`src/rtl/tmr_pkg.sv`:
```
package tmr_pkg;
  typedef enum logic [1:0] {
    MODE_13  = 2'b00,
    MODE_16  = 2'b01,
    MODE_RLD = 2'b10,
    MODE_OFF = 2'b11
  } tmr_mode_e;

  typedef struct packed {
    logic inc;
    logic wrLo;
    logic wrHi;
    logic clrFlag;
  } tmr_strobe_t;
endpackage

```
`src/rtl/tmr_ctrl.sv`:
```
module tmr_ctrl
  import tmr_pkg::*;
#(
  parameter int SYNC_STAGES = 2
) (
  input  logic        clk,
  input  logic        rstN,
  input  logic        cfgExtSel,
  input  logic        cfgRun,
  input  logic        tickIn,
  input  logic        extIn,
  input  logic        wrEn,
  input  logic        wrSel,
  input  logic        flagClr,
  input  logic        intAck,
  output tmr_strobe_t stb
);
  logic [SYNC_STAGES-1:0] syncQ;
  logic extSync;
  logic extPrev;
  logic extFall;
  logic srcEvent;

  always_ff @(posedge clk or negedge rstN) begin
    if (!rstN) begin
      syncQ   <= '1;
      extPrev <= 1'b1;
    end else begin
      syncQ   <= {syncQ[SYNC_STAGES-2:0], extIn};
      extPrev <= extSync;
    end
  end

  assign extSync  = syncQ[SYNC_STAGES-1];
  assign extFall  = extPrev & ~extSync;
  assign srcEvent = cfgExtSel ? extFall : tickIn;

  always_comb begin
    stb.inc     = cfgRun & srcEvent;
    stb.wrLo    = wrEn & ~wrSel;
    stb.wrHi    = wrEn & wrSel;
    stb.clrFlag = flagClr | intAck;
  end

  AST_RUN_GATES_EVENTS: assert property (@(posedge clk) disable iff (!rstN)
    !cfgRun |-> !stb.inc);
  AST_EXT_FALL_ONLY: assert property (@(posedge clk) disable iff (!rstN)
    (cfgExtSel && stb.inc) |-> (!extSync && $past(extSync)));
endmodule

```
`src/rtl/tmr_datapath.sv`:
```
module tmr_datapath
  import tmr_pkg::*;
#(
  parameter int BYTE_W = 8,
  parameter int LOW_PART_W = 5
) (
  input  logic              clk,
  input  logic              rstN,
  input  logic [1:0]        cfgMode,
  input  tmr_strobe_t       stb,
  input  logic [BYTE_W-1:0] wrData,
  output logic [BYTE_W-1:0] cntLo,
  output logic [BYTE_W-1:0] cntHi,
  output logic              ovfFlag
);
  localparam int PAIR_W = 2 * BYTE_W;

  tmr_mode_e modeSel;
  logic [BYTE_W-1:0] nextLo;
  logic [BYTE_W-1:0] nextHi;
  logic              ovfNow;
  logic [BYTE_W:0]   hiSum;
  logic [PAIR_W:0]   pairSum;

  assign modeSel = tmr_mode_e'(cfgMode);
  assign hiSum   = {1'b0, cntHi} + (BYTE_W+1)'(1);
  assign pairSum = {1'b0, cntHi, cntLo} + (PAIR_W+1)'(1);

  always_comb begin
    nextLo = cntLo;
    nextHi = cntHi;
    ovfNow = 1'b0;
    if (stb.wrLo || stb.wrHi) begin
      if (stb.wrLo) nextLo = wrData;
      if (stb.wrHi) nextHi = wrData;
    end else if (stb.inc) begin
      case (modeSel)
        MODE_13: begin
          if (&cntLo[LOW_PART_W-1:0]) begin
            nextLo[LOW_PART_W-1:0] = '0;
            nextHi = hiSum[BYTE_W-1:0];
            ovfNow = hiSum[BYTE_W];
          end else begin
            nextLo[LOW_PART_W-1:0] = cntLo[LOW_PART_W-1:0] + LOW_PART_W'(1);
          end
        end
        MODE_16: begin
          {nextHi, nextLo} = pairSum[PAIR_W-1:0];
          ovfNow = pairSum[PAIR_W];
        end
        MODE_RLD: begin
          if (&cntLo) begin
            nextLo = cntHi;
            ovfNow = 1'b1;
          end else begin
            nextLo = cntLo + BYTE_W'(1);
          end
        end
        default: ;
      endcase
    end
  end

  always_ff @(posedge clk or negedge rstN) begin
    if (!rstN) begin
      cntLo   <= '0;
      cntHi   <= '0;
      ovfFlag <= 1'b0;
    end else begin
      cntLo <= nextLo;
      cntHi <= nextHi;
      if (ovfNow) ovfFlag <= 1'b1;
      else if (stb.clrFlag) ovfFlag <= 1'b0;
    end
  end

  AST_WRITE_WINS: assert property (@(posedge clk) disable iff (!rstN)
    stb.wrLo |=> (cntLo == $past(wrData)));
  AST_RELOAD_HI_STABLE: assert property (@(posedge clk) disable iff (!rstN)
    (modeSel == MODE_RLD && !stb.wrHi) |=> $stable(cntHi));
  AST_M13_UPPER_STABLE: assert property (@(posedge clk) disable iff (!rstN)
    (modeSel == MODE_13 && !stb.wrLo) |=> $stable(cntLo[BYTE_W-1:LOW_PART_W]));
  AST_IDLE_HOLDS: assert property (@(posedge clk) disable iff (!rstN)
    (!stb.inc && !stb.wrLo && !stb.wrHi) |=> ($stable(cntLo) && $stable(cntHi)));
  AST_OFF_HOLDS: assert property (@(posedge clk) disable iff (!rstN)
    (modeSel == MODE_OFF && !stb.wrLo && !stb.wrHi) |=> ($stable(cntLo) && $stable(cntHi)));
  AST_OVF_SETS_FLAG: assert property (@(posedge clk) disable iff (!rstN)
    ovfNow |=> ovfFlag);
  AST_CLEAR_FLAG: assert property (@(posedge clk) disable iff (!rstN)
    (stb.clrFlag && !ovfNow) |=> !ovfFlag);
endmodule

```
`src/rtl/tmr_unit.sv`:
```
module tmr_unit
  import tmr_pkg::*;
#(
  parameter int BYTE_W = 8,
  parameter int LOW_PART_W = 5,
  parameter int SYNC_STAGES = 2
) (
  input  logic              clk,
  input  logic              rstN,
  input  logic [1:0]        cfgMode,
  input  logic              cfgExtSel,
  input  logic              cfgRun,
  input  logic              tickIn,
  input  logic              extIn,
  input  logic              wrEn,
  input  logic              wrSel,
  input  logic [BYTE_W-1:0] wrData,
  input  logic              rdSel,
  output logic [BYTE_W-1:0] rdData,
  input  logic              flagClr,
  input  logic              intAck,
  input  logic              irqEn,
  output logic              ovfFlag,
  output logic              irqOut
);
  tmr_strobe_t stb;
  logic [BYTE_W-1:0] cntLo;
  logic [BYTE_W-1:0] cntHi;

  tmr_ctrl #(.SYNC_STAGES(SYNC_STAGES)) u_ctrl (
    .clk(clk), .rstN(rstN), .cfgExtSel(cfgExtSel), .cfgRun(cfgRun),
    .tickIn(tickIn), .extIn(extIn), .wrEn(wrEn), .wrSel(wrSel),
    .flagClr(flagClr), .intAck(intAck), .stb(stb)
  );

  tmr_datapath #(.BYTE_W(BYTE_W), .LOW_PART_W(LOW_PART_W)) u_dp (
    .clk(clk), .rstN(rstN), .cfgMode(cfgMode), .stb(stb), .wrData(wrData),
    .cntLo(cntLo), .cntHi(cntHi), .ovfFlag(ovfFlag)
  );

  assign rdData = rdSel ? cntHi : cntLo;
  assign irqOut = ovfFlag & irqEn;

  AST_IRQ_GATED: assert property (@(posedge clk) disable iff (!rstN)
    irqOut == (ovfFlag && irqEn));
endmodule

```
`config.mk`:
```
export PLATFORM = sky130hd
export DESIGN_NAME = tmr_unit
export DESIGN_NICKNAME = d
export VERILOG_FILES = /design/src/rtl/tmr_pkg.sv /design/src/rtl/tmr_ctrl.sv /design/src/rtl/tmr_datapath.sv /design/src/rtl/tmr_unit.sv
export SDC_FILE = /design/constraint.sdc
export NUM_CORES = 1
export LEC_CHECK = 0
export ABC_CLOCK_PERIOD_IN_PS = 2100
export BUFFER_PORTS_ARGS = -buffer_cell sky130_fd_sc_hd__buf_2
export CAP_MARGIN = 20
export CORE_MARGIN = 2
export CORE_UTILIZATION = 30
export CTS_CLUSTER_DIAMETER = 60
export DETAILED_ROUTE_END_ITERATION = 12
export PLACE_DENSITY = 0.54
export SETUP_SLACK_MARGIN = 0.3
export SYNTH_ARGS = -nofsm -noshare
export SYNTH_HDL_FRONTEND = slang
export SYNTH_HIERARCHICAL = 1
export SYNTH_SLANG_ARGS = --single-unit
```
`constraint.sdc`:
```
create_clock -name clk -period 2.1 [get_ports clk]
set_clock_uncertainty 0.05 [all_clocks]
set_input_delay 0.63 -clock clk [delete_from_list [all_inputs] [get_ports clk]]
set_output_delay 0.63 -clock clk [all_outputs]
set_load 0.005 [all_outputs]
```
## After elaboration in Yosys (flattened, before gate mapping)

Index checks and enable logic that the tools add are counted.

| storage, ports and cells | value |
|---|---|
| logic and storage cells | 56 |
| input port bits | 22 |
| register bits | 20 |

| operators by class | value |
|---|---|
| equal/unequal tests | 5 |
| reductions and logical operators | 12 |
| mux-type cells | 21 |
| bitwise logic cells | 8 |
| add/subtract/negate cells | 4 |

Operator list:

| operator | count |
|---|---|
| 2-to-1 mux 8 bit | 9 |
| adder 16 x 1 -> 17 bit (second input constant) | 1 |
| one-hot mux 8 bit (2 select lines) | 1 |
| one-hot mux 5 bit (3 select lines) | 1 |
| adder 8 x 1 -> 9 bit (second input constant) | 1 |
| adder 8 x 1 -> 8 bit (second input constant) | 1 |
| AND reduction 8 bit | 1 |
| 2-to-1 mux 1 bit | 7 |
| one-hot mux 3 bit (2 select lines) | 1 |
| AND reduction 3 bit | 2 |
| nonzero test 3 bit | 2 |
| adder 5 x 1 -> 5 bit (second input constant) | 1 |
| AND 1 bit | 5 |
| 2-to-1 mux 5 bit | 1 |
| AND reduction 5 bit | 1 |
| != test 2 x 1 -> 1 bit (second input constant) | 2 |
| AND reduction 4 bit | 1 |
| nonzero test 2 bit | 2 |
| nonzero test 4 bit | 1 |
| != test 3 x 1 -> 1 bit (second input constant) | 1 |
| one-hot mux 1 bit (3 select lines) | 1 |
| == test 2 x 1 -> 1 bit (second input constant) | 1 |
| == test 2 bit (second input constant) | 1 |
| zero test 2 bit | 1 |
| other kinds (3) | 4 |

## Longest topological paths before layout

Gate-level depths: netlist of run 1.

| logic depth | value |
|---|---|
| depth in word-level cells | 7 |
| gate-level depth with buffers | 7 |
| gate-level depth less buffers | 7 |

## Modules after synthesis

Netlist of run 1, hierarchy kept.

By module, submodules not included:

| module | area each (um2) | cells each | sequential area each (um2) | instances |
|---|---|---|---|---|
| tmr_datapath | 1480.2 | 174 | 425.4 | 1 |
| tmr_unit | 137.6 | 10 | 0.0 | 1 |
| tmr_ctrl | 117.6 | 9 | 78.8 | 1 |

## Worst setup path after synthesis of run 1

Ideal clock, no wire load.

| timing path | value |
|---|---|
| path type | flip-flop to flip-flop |
| start point | register u_dp.cntLo[0] |
| end point | register u_dp.cntHi[3] |
| data arrival time | 1936 ps |
| setup time | 129 ps |
| slack | -15 ps |
| data required time | 1921 ps |
| cell stages (with the launch flop) | 8 |
| buffers on the path | 0 |
| period minus slack after synthesis | 2115 ps |
| cell sequence | dfrtp_1 > ha_1 > and3_1 > ha_1 > mux2_2 > a31o_4 > a311oi_1 > a21oi_1 |

| on the way | value |
|---|---|
| cells in the longest elaborated chain, start to end | 4 |
| elaborated cells on any way between the ends | 7 |
| classes of those cells | 1 x add/sub; 1 x eq/ne; 3 x mux; 2 x reduce/logical |

RTL lines:

| item | RTL line | RTL |
|---|---|---|
| start, declared | tmr_datapath.sv:12 | `output logic [BYTE_W-1:0] cntLo,` |
| start signal, assigned | tmr_datapath.sv:70 | `cntLo <= nextLo;` |
| adder 16 x 1 -> 17 bit | tmr_datapath.sv:27 | `assign pairSum = {1'b0, cntHi, cntLo} + (PAIR_W+1)'(1);` |
| one-hot mux 8 bit (2 select lines) | tmr_datapath.sv:37 | `case (modeSel)` |
| 2-to-1 mux 8 bit | tmr_datapath.sv:36 | `end else if (stb.inc) begin` |
| 2-to-1 mux 8 bit | tmr_datapath.sv:33 | `if (stb.wrLo \|\| stb.wrHi) begin` |
| end signal, assigned | tmr_datapath.sv:71 | `cntHi <= nextHi;` |
| end, declared | tmr_datapath.sv:13 | `output logic [BYTE_W-1:0] cntHi,` |

Several ways; a longest one is shown, not always the timed one. The select of a mux whose other input is x is not followed.
A chain may end at the register's enable or synchronous reset.

## Final worst setup path of run 1

Same ends and word-level chain as after synthesis.

==> results.sh, run 1 <==
export IMPL_outcome="completed"
export IMPL_worst_skew_pair_late_latency_ps=260
export IMPL_crit_slowest_cell="dfrtp_1"
export IMPL_antenna_found_initial=0
export IMPL_final_common_cell="buf_4"
export IMPL_port_buffers=31
export IMPL_rows=27
export IMPL_synth_distinct_cells=59
export IMPL_hp_class="input pin to asynchronous set/reset pin"
export IMPL_nets=278
export IMPL_internal_power_mw=1.06
export IMPL_synth_area_um2=1740
export IMPL_period_minus_slack_ps=1930
export IMPL_dr_pass1_iters=5
export IMPL_worstPathCellList="ha_2, and3_4, ha_4, mux2_4, a31o_4, a311oi_2, a21oi_1"
export IMPL_cts_made_buffers=3
export IMPL_fin_tns_setup_ps=0
export IMPL_drv_cap=0
export IMPL_cts_sinks=20
export IMPL_startpoint_type="flop"
export IMPL_clockBufferDepth=2
export IMPL_comb_power_share_pct=42.5
export IMPL_peakVddDrop_mv=0.256
export IMPL_syn_to_final_growth_pct=37.3
export IMPL_cp_end_kind="flop"
export IMPL_critPathRequiredTime_ps=2200
export IMPL_synth_flop_cell="dfrtp_1"
export IMPL_track_usage_pct=18.3
export IMPL_grt_overflow_total=0
export IMPL_core_um2=5540
export IMPL_cts_tree="built"
export IMPL_final_hold_viol_count=0
export IMPL_finalMaxSlewViolations=0
export IMPL_synth_top_area_cell="dfrtp_1"
export IMPL_die_area_um2=6410
export IMPL_critPathArrivalTime_ps=2030
export IMPL_root_buffer="clkbuf_8"
export IMPL_grt_setup_unrepaired="yes"
export IMPL_routed_wl_mm=5.68
export IMPL_insertedDiodeCount=0
export IMPL_synth_seq_cells=20
export IMPL_worst_hold_slack_ps=269
export IMPL_final_seq_area_um2=507
export IMPL_htree_levels=1
export IMPL_max_freq_ghz=0.518
export IMPL_die_y_um=80.1
export IMPL_pwr_share_clk_pct=24.1
export IMPL_synth_top_cell_area_share_pct=24.5
export IMPL_grt_max_degree=21
export IMPL_vias=1795
export IMPL_start_util_pct=31.3
export IMPL_drc=0
export IMPL_final_cell_mix="26 x buf_4, 25 x buf_2, 15 x dfrtp_1"
export IMPL_postRouteAntennaNets=0
export IMPL_synth_nets=222
export IMPL_multiInputGateArea_um2=1220
export IMPL_power_switching_uw=581
export IMPL_viasPerCell=5.61
export IMPL_yosysWarnings=6
export IMPL_clk_pin_slew_ps=80
export IMPL_ys_seq_area_share_pct=29.1
export IMPL_fillers=570
export IMPL_holdBufCountCts=0
export IMPL_max_stage_delay_ps=390
export IMPL_synth_area_top_cells="dfrtp_1 25%, mux2_4 6.9%, ha_1 5.0%"
export IMPL_grt_pass1_wl_mm=8.95
export IMPL_routedWlPerCell_um=17.7
export IMPL_ios=32
export IMPL_worst_pin_slew_ps=503
export IMPL_place_ws_ps=-36.0
export IMPL_layout_setup_ws_ps=170
export IMPL_drive_above_1_share_pct=42.3
export IMPL_synth_cells=193
export IMPL_grt_pass1_vias=1707
export IMPL_switching_share_pct=35.3
export IMPL_worstSetupPathType="flop to flop"
export IMPL_power_density_nw_per_um2=690
export IMPL_fin_crit_sh_pct=91.9
export IMPL_avgSynthCellArea_um2=8.99
export IMPL_die_x_um=80.1
export IMPL_synth_edff_count=0
export IMPL_finalSetupViolCount=0
export IMPL_p_seq_share_pct=33.4
export IMPL_cp_max_fo=6
export IMPL_gp_congestion=0.864
export IMPL_power_leakage_nw=1.00
export IMPL_dpl_hpwl_mm=4.25
export IMPL_async_reset_ff_share_pct=100
export IMPL_drtIter0Drc=146
export IMPL_relSlewSlack_pct=66.5
-- what timing repair did --
item	CTS	global route
gates resized for setup	14	16
pin swaps	6	4
setup buffers	4	1
cloned	0	0
setup endpoints to repair	17	25
-- power by group through the flow --
stage / Sequential, mW / Clock, mW / Combinational, mW
floorplan: 0.539 / 0 / 0.372
global placement: 0.553 / 0 / 0.603
detailed placement: 0.553 / 0 / 0.603
CTS: 0.546 / 0.407 / 0.660
global route: 0.557 / 0.420 / 0.766
finish: 0.548 / 0.397 / 0.700
-- worst max-delay path: cells and delay by family (launching register included) --
family	cells	cell delay [ps]
adders and majority gates	2	360
muxes	1	290
AOI/OAI and AO/OA	3	560
DFF	1	390
and+or+nand+nor	1	150
-- state kept, by name, indices dropped and copies added, names as in the netlist --
| signal | flops |
|---|---|
| u_ctrl/extPrev | 1 |
| u_ctrl/syncQ | 2 |
| u_dp/cntHi | 8 |
| u_dp/cntLo | 8 |
| u_dp/ovfFlag | 1 |
-- synthesized netlist by cell type, types with 2 or more instances --
master and n:
nand2_1 10, mux2i_1 2, o22ai_1 7, nor2b_1 3
nor4b_1 2, buf_4 2, dfrtp_1 17, nand3_1 6
nand4b_1 2, o21ai_0 5, nor3_1 6, inv_1 9
a21oi_1 10, a22oi_1 5, a311oi_1 4, nor2_1 12
o21ai_1 4, and3_1 4, or2_1 3, o31ai_1 4
mux2_4 8, dfstp_2 3, buf_2 5, buf_6 2
ha_1 7, and2_1 4, nand4_1 7, nand3b_1 2
o211ai_1 3, a31oi_1 5, and4_1 2
-- logic make-up (layout without fill, tap and decap cells) --
| family | after synthesis | in the layout | share of synthesized area (%) |
|---|---|---|---|
| simple gates | 74 | 74 | 25.6 |
| compound gates | 61 | 61 | 25.3 |
| flops | 20 | 20 | 29.1 |
| buf+inv | 19 | 74 | 5.77 |
| mux | 11 | 11 | 8.72 |
| fa+ha+maj | 7 | 7 | 5.05 |
| xor+xnor | 1 | 1 | 0.505 |
-- layer usage --
| layer | share of wire, % | track usage (%) |
|---|---|---|
| met5 | 0 | 0 |
| met1 | 47 | 25.8 |
| met3 | 6.5 | 2.47 |
| met2 | 45 | 28.2 |
| met4 | 1.4 | 6.61 |
-- per-stage QoR --
| stage | instances | utilization [%] | power (mW) | cell area, um2 |
|---|---|---|---|---|
| 6_report | 320 | 43.0 | 1.64 | 2380 |
| 2_1_floorplan | 193 | - | 0.911 | 1790 |
| 4_1_cts | 319 | 41.7 | 1.61 | 2310 |
| 5_1_grt | 320 | 43.0 | 1.74 | 2380 |
| 3_5_place_dp | 311 | 38.7 | 1.16 | 2140 |
| 3_3_place_gp | 311 | 38.7 | 1.16 | 2140 |
-- worst paths after layout --
check / endpoint / slack (ps) / from / cells after the start
max: u_dp/cntHi[3] / 170 / u_dp/cntLo[0] / 7
min: u_dp/cntHi[2] / 270 / rstN / 1
max reg2reg: u_dp/cntHi[3] / 170 / u_dp/cntLo[0] / 7
min reg2reg: u_ctrl/syncQ[1] / 310 / u_ctrl/syncQ[0] / 0
max in group asynchronous: u_dp/cntLo[4] / 1350 / rstN / 1
min in group clk: u_ctrl/syncQ[1] / 310 / u_ctrl/syncQ[0] / 0
-- layout make-up --
| type | instances | area share, % |
|---|---|---|
| multi-input combinational | 154 | 51.3 |
| sequential | 20 | 21.3 |
| timing repair buffer | 61 | 18.5 |
| tap | 72 | 3.78 |
| inverter | 9 | 2.15 |
| clock buffer | 3 | 1.73 |
| clock inverter | 1 | 1.26 |
(Power assumes the default switching activity.)
==> run 2: changes to the inputs <==
CORE_UTILIZATION = 40   (was 30)
PLACE_DENSITY = 0.67   (was 0.54)
==> results.sh, run 2 (same netlist as run 1, synthesis figures left out) <==
export IMPL_peakVddDrop_mv=0.261
export IMPL_gp_congestion=0.897
export IMPL_multiInputGateArea_um2=1230
export IMPL_top_regs="u_dp/cntHi x8, u_dp/cntLo x8, u_ctrl/syncQ x2"
export IMPL_relSlewSlack_pct=66.0
export IMPL_critPathArrivalTime_ps=2020
export IMPL_final_common_cell="buf_2"
export IMPL_startpoint_type="flop"
export IMPL_ios=32
export IMPL_core_um2=4090
export IMPL_cts_made_buffers=3
export IMPL_max_freq_ghz=0.519
export IMPL_rows=23
export IMPL_final_seq_area_um2=505
export IMPL_worstSetupPathType="flop to flop"
export IMPL_clockBufferDepth=2
export IMPL_worst_pin_slew_ps=505
export IMPL_drc=0
export IMPL_syn_to_final_growth_pct=35.7
export IMPL_drv_cap=0
export IMPL_cp_end_kind="flop"
export IMPL_final_cell_mix="26 x buf_2, 25 x buf_4, 16 x dfrtp_1"
export IMPL_crit_reg2reg_launch="u_dp/cntLo[1]"
export IMPL_start_util_pct=42.5
export IMPL_routedWlPerCell_um=18.1
export IMPL_fin_crit_sh_pct=91.7
export IMPL_drtIter0Drc=232
export IMPL_critPathRequiredTime_ps=2190
export IMPL_finalMaxSlewViolations=0
export IMPL_hp_class="input pin to asynchronous set/reset pin"
export IMPL_viasPerCell=6.14
export IMPL_power_density_nw_per_um2=693
export IMPL_cts_sinks=20
export IMPL_power_leakage_nw=1.00
export IMPL_final_hold_viol_count=0
export IMPL_grt_pass1_vias=1747
export IMPL_dr_pass1_iters=5
export IMPL_cp_max_fo=5
export IMPL_die_x_um=69.9
export IMPL_finalSetupViolCount=0
export IMPL_root_buffer="clkbuf_8"
export IMPL_pwr_share_clk_pct=24.3
export IMPL_drive_above_1_share_pct=43.3
export IMPL_htree_levels=1
export IMPL_comb_power_share_pct=42.2
export IMPL_cts_tree="built"
export IMPL_internal_power_mw=1.06
export IMPL_r2r_slack_ps=170
export IMPL_grt_max_degree=21
export IMPL_vias=1825
export IMPL_power_mw=1.63
export IMPL_power_switching_uw=572
export IMPL_worst_skew_pair_late_latency_ps=260
export IMPL_grt_pass1_wl_mm=8.82
export IMPL_post_route_util_pct=57.6
export IMPL_routed_wl_mm=5.39
export IMPL_fillers=387
export IMPL_die_y_um=69.9
export IMPL_fin_tns_setup_ps=0
export IMPL_period_minus_slack_ps=1930
export IMPL_postRouteAntennaNets=0
export IMPL_die_area_um2=4880
export IMPL_grt_setup_unrepaired="yes"
export IMPL_outcome="completed"
export IMPL_dpl_hpwl_mm=4.03
export IMPL_nets=277
export IMPL_switching_share_pct=35.1
export IMPL_track_usage_pct=22.3
export IMPL_insertedDiodeCount=0
export IMPL_antenna_found_initial=0
export IMPL_port_buffers=31
export IMPL_holdBufCountCts=0
export IMPL_worstSetupStartpoint="u_dp/cntLo[1]"
export IMPL_clk_pin_slew_ps=80
export IMPL_grt_overflow_total=0
export IMPL_p_seq_share_pct=33.5
run 2: cell types whose count changed in the layout (fill, tap and decap cells not counted), sizes merged:
cell / delta
buf: -1
run 2: path summary, 6_finish.rpt:
check                                       end  depth (start not counted)
min in group clk                u_ctrl/syncQ[1]                          0
worst max-delay path              u_dp/cntHi[3]                          7
worst max register to register    u_dp/cntHi[3]                          7
worst min register to register  u_ctrl/syncQ[1]                          0
worst min-delay path              u_dp/cntHi[0]                          1
max in group asynchronous         u_dp/cntLo[5]                          1
run 2: power by group through the flow:
stage	sequential [mW]	combinational [mW]	clock [mW]
after floorplan	0.539	0.372	0
after global placement	0.551	0.587	0
after detailed placement	0.549	0.599	0
after CTS	0.545	0.656	0.403
after global routing	0.561	0.740	0.418
final	0.546	0.689	0.397
run 2: through the flow:
step                hold slack [ps]  instances  cell area, um2  setup slack, ps
floorplan                       284        193            1790              119
global placement                296        288            2120            -6.04
detailed placement              299        288            2120            -12.8
CTS                             280        296            2310              200
global route                    290        297            2350              133
finish                          264        297            2350              174
run 2: layer usage:
| metal | track usage (%) | routed length [um] |
|---|---|---|
| met4 | 6.20 | 102 |
| met1 | 31.0 | 2340 |
| met2 | 36.6 | 2490 |
| met3 | 2.74 | 460 |
| met5 | 0 | 0 |
run 2: final cells by class:
cell class | count | share of cell area [%]
clock buffer | 3 | 1.75
timing repair buffer | 60 | 18.5
tap | 50 | 2.66
multi-input combinational | 154 | 52.1
sequential | 20 | 21.5
inverter | 9 | 2.18
clock inverter | 1 | 1.28
run 2: repair_timing:
item                       in CTS  in global routing
setup buffers                   4                  1
gates resized for setup        17                 16
pin swaps                       6                  3
setup endpoints to repair      17                 24
run 2: critical path, stage by stage (launching register included):
cell and delay (ps):
dfrtp_1 400, ha_2 190, and3_4 150, ha_4 160, mux2_4 300, a31o_4 260, a311oi_2 240, a21oi_1 60
